**src/rtl/lbc_pkg.sv**
```systemverilog
package lbc_pkg;

    typedef enum logic [1:0] {
        FS_RUN   = 2'd0,
        FS_MREQ  = 2'd1,
        FS_MWAIT = 2'd2
    } fetch_state_e;

    localparam int LBC_ADDR_W = 16;
    localparam int LBC_DATA_W = 16;

    function automatic logic [LBC_ADDR_W-2:0] lbc_succ(input logic [LBC_ADDR_W-2:0] wpc);
        return wpc + (LBC_ADDR_W-1)'(1);
    endfunction

endpackage

```
**src/rtl/lbc_entry.sv**
```systemverilog
module lbc_entry #(
    parameter int WAW = 15,
    parameter int DW  = 16
) (
    input  logic           clk,
    input  logic           rst,
    input  logic           flush,
    input  logic [WAW-1:0] lk_wpc,
    output logic           lk_hit,
    input  logic           wr_en,
    input  logic [WAW-1:0] wr_wpc,
    input  logic [WAW-1:0] wr_wtgt,
    input  logic [DW-1:0]  wr_word,
    output logic [WAW-1:0] rd_wtgt,
    output logic [DW-1:0]  rd_word
);
    logic           ent_v;
    logic [WAW-1:0] ent_wpc;
    logic [WAW-1:0] ent_wtgt;
    logic [DW-1:0]  ent_word;

    always_ff @(posedge clk) begin
        if (rst || flush) begin
            ent_v <= 1'b0;
        end else if (wr_en) begin
            ent_v <= 1'b1;
        end
    end

    always_ff @(posedge clk) begin
        if (rst) begin
            ent_wpc  <= '0;
            ent_wtgt <= '0;
            ent_word <= '0;
        end else if (wr_en) begin
            ent_wpc  <= wr_wpc;
            ent_wtgt <= wr_wtgt;
            ent_word <= wr_word;
        end
    end

    assign lk_hit  = ent_v && !flush && (ent_wpc == lk_wpc);
    assign rd_wtgt = ent_wtgt;
    assign rd_word = ent_word;
endmodule

```
**src/rtl/lbc_fetch.sv**
```systemverilog
module lbc_fetch
    import lbc_pkg::*;
#(
    parameter int             WAW       = 15,
    parameter int             DW        = 16,
    parameter logic [WAW-1:0] RESET_WPC = '0
) (
    input  logic           clk,
    input  logic           rst,
    input  logic           redirect,
    input  logic           hit,
    input  logic [WAW-1:0] br_wpc,
    input  logic [WAW-1:0] br_wtgt,
    input  logic [WAW-1:0] ent_wtgt,
    input  logic [DW-1:0]  ent_word,
    input  logic [DW-1:0]  mem_rdata,
    output logic           mem_rd,
    output logic [WAW-1:0] mem_wpc,
    output logic           pend_v,
    output logic [WAW-1:0] pend_wpc,
    output logic           inj_v,
    output logic [WAW-1:0] inj_wpc,
    output logic [DW-1:0]  inj_word,
    output logic           wr_en,
    output logic [WAW-1:0] wr_wpc,
    output logic [WAW-1:0] wr_wtgt,
    output logic [DW-1:0]  wr_word
);
    fetch_state_e   st;
    logic [WAW-1:0] fpc;
    logic [WAW-1:0] rf_wpc;
    logic [WAW-1:0] rf_wtgt;

    always_ff @(posedge clk) begin
        if (rst) begin
            st       <= FS_RUN;
            fpc      <= RESET_WPC;
            pend_v   <= 1'b0;
            pend_wpc <= '0;
            inj_v    <= 1'b0;
            inj_wpc  <= '0;
            inj_word <= '0;
            rf_wpc   <= '0;
            rf_wtgt  <= '0;
        end else begin
            case (st)
                FS_RUN: begin
                    if (redirect && hit) begin
                        inj_v    <= 1'b1;
                        inj_wpc  <= ent_wtgt;
                        inj_word <= ent_word;
                        pend_v   <= 1'b0;
                        fpc      <= lbc_succ(ent_wtgt);
                    end else if (redirect) begin
                        st      <= FS_MREQ;
                        fpc     <= br_wtgt;
                        rf_wpc  <= br_wpc;
                        rf_wtgt <= br_wtgt;
                        pend_v  <= 1'b0;
                        inj_v   <= 1'b0;
                    end else begin
                        pend_v   <= 1'b1;
                        pend_wpc <= fpc;
                        fpc      <= lbc_succ(fpc);
                        inj_v    <= 1'b0;
                    end
                end
                FS_MREQ: begin
                    st     <= FS_MWAIT;
                    pend_v <= 1'b0;
                    inj_v  <= 1'b0;
                end
                FS_MWAIT: begin
                    st       <= FS_RUN;
                    inj_v    <= 1'b1;
                    inj_wpc  <= rf_wtgt;
                    inj_word <= mem_rdata;
                    fpc      <= lbc_succ(rf_wtgt);
                end
                default: begin
                    st <= FS_RUN;
                end
            endcase
        end
    end

    assign mem_rd  = (st != FS_MWAIT);
    assign mem_wpc = fpc;
    assign wr_en   = (st == FS_MWAIT);
    assign wr_wpc  = rf_wpc;
    assign wr_wtgt = rf_wtgt;
    assign wr_word = mem_rdata;
endmodule

```
**src/rtl/lbc_out_sel.sv**
```systemverilog
module lbc_out_sel #(
    parameter int WAW = 15,
    parameter int DW  = 16
) (
    input  logic           pend_v,
    input  logic [WAW-1:0] pend_wpc,
    input  logic [DW-1:0]  mem_rdata,
    input  logic           inj_v,
    input  logic [WAW-1:0] inj_wpc,
    input  logic [DW-1:0]  inj_word,
    output logic           o_valid,
    output logic [WAW-1:0] o_wpc,
    output logic [DW-1:0]  o_word
);
    always_comb begin
        o_valid = inj_v || pend_v;
        if (inj_v) begin
            o_wpc  = inj_wpc;
            o_word = inj_word;
        end else begin
            o_wpc  = pend_wpc;
            o_word = mem_rdata;
        end
    end
endmodule

```
**src/rtl/loop_branch_cache.sv**
```systemverilog
module loop_branch_cache
    import lbc_pkg::*;
#(
    parameter int            AW       = LBC_ADDR_W,
    parameter int            DW       = LBC_DATA_W,
    parameter logic [AW-1:0] RESET_PC = 16'h0100
) (
    input  logic          clk,
    input  logic          rst,
    input  logic          flush,
    input  logic          br_valid,
    input  logic          br_taken,
    input  logic [AW-1:0] br_pc,
    input  logic [AW-1:0] br_target,
    output logic          mem_rd,
    output logic [AW-1:0] mem_addr,
    input  logic [DW-1:0] mem_rdata,
    output logic          out_valid,
    output logic [AW-1:0] out_pc,
    output logic [DW-1:0] out_instr
);
    localparam int             WAW       = AW - 1;
    localparam logic [WAW-1:0] RESET_WPC = RESET_PC[AW-1:1];

    logic           redirect;
    logic           ent_hit;
    logic [WAW-1:0] ent_wtgt;
    logic [DW-1:0]  ent_word;
    logic           wr_en;
    logic [WAW-1:0] wr_wpc;
    logic [WAW-1:0] wr_wtgt;
    logic [DW-1:0]  wr_word;
    logic [WAW-1:0] mem_wpc;
    logic           pend_v;
    logic [WAW-1:0] pend_wpc;
    logic           inj_v;
    logic [WAW-1:0] inj_wpc;
    logic [DW-1:0]  inj_word;
    logic [WAW-1:0] o_wpc;
    logic           unused_lsb;

    assign redirect   = br_valid && br_taken && out_valid;
    assign unused_lsb = br_pc[0] ^ br_target[0];

    lbc_entry #(.WAW(WAW), .DW(DW)) u_entry (
        .clk     (clk),
        .rst     (rst),
        .flush   (flush),
        .lk_wpc  (br_pc[AW-1:1]),
        .lk_hit  (ent_hit),
        .wr_en   (wr_en),
        .wr_wpc  (wr_wpc),
        .wr_wtgt (wr_wtgt),
        .wr_word (wr_word),
        .rd_wtgt (ent_wtgt),
        .rd_word (ent_word)
    );

    lbc_fetch #(.WAW(WAW), .DW(DW), .RESET_WPC(RESET_WPC)) u_fetch (
        .clk       (clk),
        .rst       (rst),
        .redirect  (redirect),
        .hit       (ent_hit),
        .br_wpc    (br_pc[AW-1:1]),
        .br_wtgt   (br_target[AW-1:1]),
        .ent_wtgt  (ent_wtgt),
        .ent_word  (ent_word),
        .mem_rdata (mem_rdata),
        .mem_rd    (mem_rd),
        .mem_wpc   (mem_wpc),
        .pend_v    (pend_v),
        .pend_wpc  (pend_wpc),
        .inj_v     (inj_v),
        .inj_wpc   (inj_wpc),
        .inj_word  (inj_word),
        .wr_en     (wr_en),
        .wr_wpc    (wr_wpc),
        .wr_wtgt   (wr_wtgt),
        .wr_word   (wr_word)
    );

    lbc_out_sel #(.WAW(WAW), .DW(DW)) u_out (
        .pend_v    (pend_v),
        .pend_wpc  (pend_wpc),
        .mem_rdata (mem_rdata),
        .inj_v     (inj_v),
        .inj_wpc   (inj_wpc),
        .inj_word  (inj_word),
        .o_valid   (out_valid),
        .o_wpc     (o_wpc),
        .o_word    (out_instr)
    );

    assign mem_addr = {mem_wpc, 1'b0};
    assign out_pc   = {o_wpc, 1'b0};
endmodule

```
**config.mk**
```make
export PLATFORM = sky130hd
export DESIGN_NAME = loop_branch_cache
export DESIGN_NICKNAME = d
export VERILOG_FILES = /design/src/rtl/lbc_pkg.sv /design/src/rtl/lbc_entry.sv /design/src/rtl/lbc_fetch.sv /design/src/rtl/lbc_out_sel.sv /design/src/rtl/loop_branch_cache.sv
export SDC_FILE = /design/constraint.sdc
export NUM_CORES = 1
export LEC_CHECK = 0
export BUFFER_PORTS_ARGS = -buffer_cell sky130_fd_sc_hd__buf_2
export CORE_MARGIN = 2
export CORE_UTILIZATION = 34
export CTS_BUF_LIST = sky130_fd_sc_hd__clkbuf_8
export DETAILED_ROUTE_END_ITERATION = 8
export GPL_ROUTABILITY_DRIVEN = 0
export GPL_TIMING_DRIVEN = 0
export SYNTH_ARGS = -nofsm -noshare
export SYNTH_HDL_FRONTEND = slang
export SYNTH_SLANG_ARGS = --single-unit
export TNS_END_PERCENT = 1
```
**constraint.sdc**
```tcl
create_clock -name clk -period 4.06 [get_ports clk]
set_clock_uncertainty 0.15 [all_clocks]
set_input_delay 1.218 -clock clk [delete_from_list [all_inputs] [get_ports clk]]
set_output_delay 1.218 -clock clk [all_outputs]
set_load 0.01 [all_outputs]
```
Word level (Yosys, flattened, before mapping)

Index checks and enable logic that the tools add are counted.
W data, S select, Z words.

Bitwise operators: 2
Mux-type cells: 17
Add/sub/neg operators: 3
Equality and inequality tests: 7
Reductions and logical operators: 16

Operators with widths:

| cell                    | number |
|---|---|
| $mux W15                | 4 |
| $pmux W15 S2            | 2 |
| $add A15 B1 Y15 const B | 3 |
| $mux W16                | 2 |
| $pmux W16 S2            | 1 |
| $eq A15 B15 Y1          | 1 |
| $reduce_and A3 Y1       | 2 |
| $logic_and A1 B1 Y1     | 5 |
| $mux W2                 | 2 |
| $ne A2 B1 Y1 const B    | 2 |
| $ne A2 B2 Y1 const B    | 2 |
| $pmux W2 S2             | 1 |
| $reduce_and A2 Y1       | 2 |
| $reduce_bool A2 Y1      | 2 |
| $mux W1                 | 3 |
| $pmux W1 S3             | 1 |
| $reduce_bool A3 Y1      | 1 |
| $eq A2 B1 Y1 const B    | 1 |
| $eq A2 B2 Y1 const B    | 1 |
| $logic_not A2 Y1        | 1 |
| $logic_or A1 B1 Y1      | 2 |
| $not A1 Y1              | 2 |
| $pmux W1 S2             | 1 |
| $logic_not A1 Y1        | 1 |

Bits in registers: 142
Output and inout port bits: 50
Word-level logic and storage cells: 58
Input port bits: 53

Longest topological paths before layout

Word-level depth: 6
Depth in mapped cells: 8
Depth with buffers taken out: 7

By module

From an unflattened synthesis, not the netlist that was laid out.

Cell total of the unflattened synthesis: 840
Area total of the unflattened synthesis: 7,399.6 um2

Modules (own cells, without submodules):

| module            | cells each | sequential area each (um2) | times used | area each (um2) |
|---|---|---|---|---|
| lbc_fetch         | 628        | 1,901.8                    | 1          | 4,997.3 |
| lbc_entry         | 172        | 940.9                      | 1          | 1,841.8 |
| lbc_out_sel       | 36         | 0.0                        | 1          | 535.5 |
| loop_branch_cache | 4          | 0.0                        | 1          | 25.0 |

Least setup slack after synthesis

No wires, ideal clock.

Path kind: input-to-reg
Start: in flush
End: reg u_fetch.rf_wtgt[1] (netlist: u_fetch.wr_wtgt[1])
Path slack: 1.094 ns
Stages on the path: 8
Arrival: 2.684 ns
Setup time: 0.132 ns
Required time: 3.778 ns
Buffers on the path: 3
Cells stage by stage: and2b_1 > nand4_4 > or4_1 > buf_2 > buf_6 > buf_2 > nand3_1 > a21oi_1

Cells in the longest elaborated chain, start to end: 6

Ends and longest elaborated chain:

| what                               | RTL line                | RTL |
|---|---|---|
| from (decl)                        | loop_branch_cache.sv:10 | `input logic flush,` |
| $logic_not A1 Y1                   | lbc_entry.sv:42         | `assign lk_hit = ent_v && !flush && (ent_wpc == lk_wpc);` |
| $logic_and A1 B1 Y1 (2 in a row)   | lbc_entry.sv:42         |  |
| $logic_and A1 B1 Y1                | lbc_fetch.sv:48         | `if (redirect && hit) begin` |
| $not A1 Y1 (no source line)        | --                      |  |
| $reduce_and A3 Y1 (no source line) | --                      |  |
| to (signal assigned)               | lbc_fetch.sv:58         | `rf_wtgt <= br_wtgt;` |
| to (decl)                          | lbc_fetch.sv:32         | `logic [WAW-1:0] rf_wtgt;` |

No other way between the ends.
A chain may end at the register's enable or synchronous reset.

Final worst setup path

Start: reg u_fetch.inj_v
End: out out_pc[9]

Cells in the longest elaborated chain, start to end: 1

Ends and longest elaborated chain:

| what                   | RTL line                | RTL |
|---|---|---|
| from (decl)            | lbc_fetch.sv:21         | `output logic inj_v,` |
| from (signal assigned) | lbc_fetch.sv:40         | `inj_v <= 1'b0;` |
| from (signal assigned) | lbc_fetch.sv:49         | `inj_v <= 1'b1;` |
| from (signal assigned) | lbc_fetch.sv:60         | `inj_v <= 1'b0;` |
| $mux W15               | lbc_out_sel.sv:17       | `if (inj_v) begin` |
| to (decl)              | loop_branch_cache.sv:19 | `output logic [AW-1:0] out_pc,` |

No other way between the ends.

==> reports/results.ini <==
[status]
status = completed

[detailed_routing]
wl_per_cell_um = 18.0
wl_met2_um = 10000
dr.pass1.iters = 5
ant_nets = 0
met3_length_um = 1320
drt_first_iter_violations = 438
routed_wl_um = 21400
top_layer_used = met4
routed-via-count = 6312
drc = 0
via_per_inst = 5.30
met1_length_um = 9580

[timing]
worstMarginPinSlew_ps = 769
rsz0062_at_grt = false
slew_violations = 0
fmax_ghz = 0.273
setup_viol = 0
post-route-period-util_pct = 90.1
fin_crit_ps = 3660
setup_ws_ps = 401
slew_headroom_pct = 48.8
finalSetupTns_ps = 0
hold_viol = 0

[hold_path]
hold_class = reg2reg

[layout]
area_growth_pct = 17.4
diodes = 0
final_cell_mix = dfxtp_1, buf_2, a21oi_1
fin_nets = 963
nFillCells = 2159
final_common_cell = dfxtp_1
drive_gt1_share_pct = 24.5

[worst_setup_path]
path_max_fanout = 10
start_kind = flip-flop
critPathKind = reg2out
critPathMaxStageDelay_ps = 550
path_cells = clkbuf_1 > buf_1 > mux2_2 > buf_2
cp-end-kind = primary output
crit_required_ps = 2690
critPathArrivalTime_ps = 2290
slowest_stage = buf_1

[power_and_ir_drop]
vdd_ir_drop_max_mv = 0.195
clockPowerShare_pct = 39.1
power.switching_mw = 0.846
comb_power_share_pct = 11.3
switching_share_pct = 28.1
p_leak_nw = 3.19
p_seq_share_pct = 49.6
power.density_nw_per_um2 = 359
cell_internal_pwr_mw = 2.17

[clock_tree]
ctsHtreeMaxLevel = 4
clkTransAtPathRegs_ps = 90
clockBufferDepth = 2
numCtsBuffers = 17
cts_tree = built
clock-sinks = 142
insertion_delay_ps = 470
cts_setup_buffers = 0
post_cts_resized = 0
root_buffer = clkbuf_8
holdBufCountCts = 0

[die]
die_area_um2 = 22200
start_util_pct = 34.4
core_region_area_um2 = 20800
die_w_um = 149
fp.dieH_um = 149
ios = 103
core.rowCount = 53

[yosys]
synth_compound_area_share_pct = 12.6
synth_cell_types = 55
syn_inst = 786
synth_top_family_by_area = simple AND/OR/NAND/NOR gates
yosysWarnings = 0
yosys.area_share.simple_pct = 18.6
synth-seq-cells = 142
synthMuxAreaShare_pct = 17.6
avgSynthCellArea_um2 = 9.11
synth_xor_xnor_area_share_pct = 5.63
synth_seq_area_share_pct = 39.7
synth_fa_ha_area_share_pct = 1.22
synthArstFlopShare_pct = 0
syn_area_um2 = 7160
synth_edf_count = 0
synth_flop_cell = dfxtp_1

[global_routing]
grt_pass1_wl_um = 33100
grtUsageTotal_pct = 19.4
grt_pass1_vias = 5901
grt_antenna_before_repair = 0
grt_max_degree = 17
grt_overflow = 0

[placement]
pre_cts_slack_ps = 509
io_buffers = 97
hpwl_um = 15700

[run]
max_cap_violations = 0

## kinds of logic (layout without fill, tap and decap cells)
family,Yosys count,in the layout
other,1,2
and+or+nand+nor,259,259
muxes,115,115
AOI/OAI and AO/OA,150,150
xor gates and xnor gates,40,40
adders and majority gates,7,7
buffers and inverters,72,201
DFF,142,142
## final timing paths
| check | cells after the start | to | start | slack (ps) |
|---|---|---|---|---|
| setup / recovery | 4 | out_pc[9] | u_fetch.inj_v | 400 |
| hold / removal | 2 | u_fetch.pend_wpc[9] | u_fetch.pend_wpc[9] | 310 |
| setup reg to reg | 7 | u_entry.ent_wpc[11] | u_fetch.st[0] | 1380 |
| hold reg to reg | 2 | u_fetch.pend_wpc[9] | u_fetch.pend_wpc[9] | 310 |
## power by group through the flow
stage               combinational [mW]  clock, mW  sequential, mW
floorplan                        0.200          0            1.51
global placement                 0.338          0            1.53
detailed placement               0.339          0            1.53
CTS                              0.340       1.19            1.49
global route                     0.372       1.25            1.50
finish                           0.340       1.18            1.49
## stage by stage
| stage | power [mW] | hold WS (ps) | utilization (%) | cells | instance area (um^2) |
|---|---|---|---|---|---|
| floorplan | 1.71 | 284 | - | 787 | 7160 |
| global placement | 1.86 | 289 | 38.4 | 1159 | 7990 |
| detailed placement | 1.86 | 299 | 38.4 | 1159 | 7990 |
| CTS | 3.02 | 311 | 40.4 | 1191 | 8400 |
| global route | 3.12 | 330 | 40.4 | 1191 | 8400 |
| finish | 3.02 | 309 | 40.4 | 1191 | 8400 |
## per-layer routing
| layer | global-route usage, % | vias to the layer above |
|---|---|---|
| met4 | 6.90 | 0 |
| met5 | 0 | - |
| li1 | - | 3032 |
| met3 | 3.55 | 29 |
| met1 | 26.5 | 3049 |
| met2 | 30.9 | 202 |
## cell type report
class / instances / area [um^2] / share of cell area [%]
well taps: 275 / 344 / 4.09
multi-input cells: 573 / 3990 / 47.5
clock buffers: 20 / 275 / 3.28
clock inverters: 12 / 136 / 1.62
flip-flops and latches: 142 / 2840 / 33.8
repair buffers: 97 / 485 / 5.78
inverters: 17 / 63.8 / 0.759
plain buffers: 55 / 262 / 3.11
## critical path, delay by kind of cell (launching register included)
| kind | cells | cell delay [ps] |
|---|---|---|
| buffers and inverters | 3 | 1100 |
| flip-flops | 1 | 310 |
| multiplexers | 1 | 410 |
## cells in the mapped netlist, types with 3 or more instances
cell type / instances / share of area, %
clkbuf_1: 32 / 1.7
a221oi_1: 5 / 0.61
and3_1: 4 / 0.35
nor2_1: 65 / 3.4
xnor2_1: 21 / 2.6
xnor2_2: 7 / 1.6
mux2_2: 52 / 8.2
nand4_1: 18 / 1.6
nand2b_1: 3 / 0.26
o211ai_1: 6 / 0.63
o21ai_0: 44 / 3.1
o41ai_1: 4 / 0.49
xor2_1: 12 / 1.5
nand3b_1: 5 / 0.52
ha_1: 7 / 1.2
nand3_1: 50 / 3.5
a21oi_1: 66 / 4.6
mux2_4: 8 / 1.7
buf_2: 8 / 0.56
mux2_1: 3 / 0.47
buf_1: 8 / 0.42
a31oi_1: 6 / 0.52
buf_6: 5 / 0.79
inv_1: 16 / 0.84
nor4_1: 7 / 0.61
or3_1: 4 / 0.35
o221ai_1: 3 / 0.37
dfxtp_1: 142 / 40
nor2b_1: 31 / 2.7
nor3_1: 13 / 0.91
nand2_1: 47 / 2.5
mux2i_1: 52 / 7.3
## sequential cells by signal, indices dropped and copies added (netlist names), 2 cells and up
register          cells
u_entry.ent_wpc      15
u_fetch.wr_wtgt      15
u_fetch.mem_wpc      15
u_fetch.pend_wpc     15
u_fetch.wr_wpc       15
u_fetch.inj_word     16
u_fetch.inj_wpc      15
u_fetch.st            2
u_entry.rd_word      16
u_entry.rd_wtgt      15
Note: power is estimated with default switching activity, not from simulation.
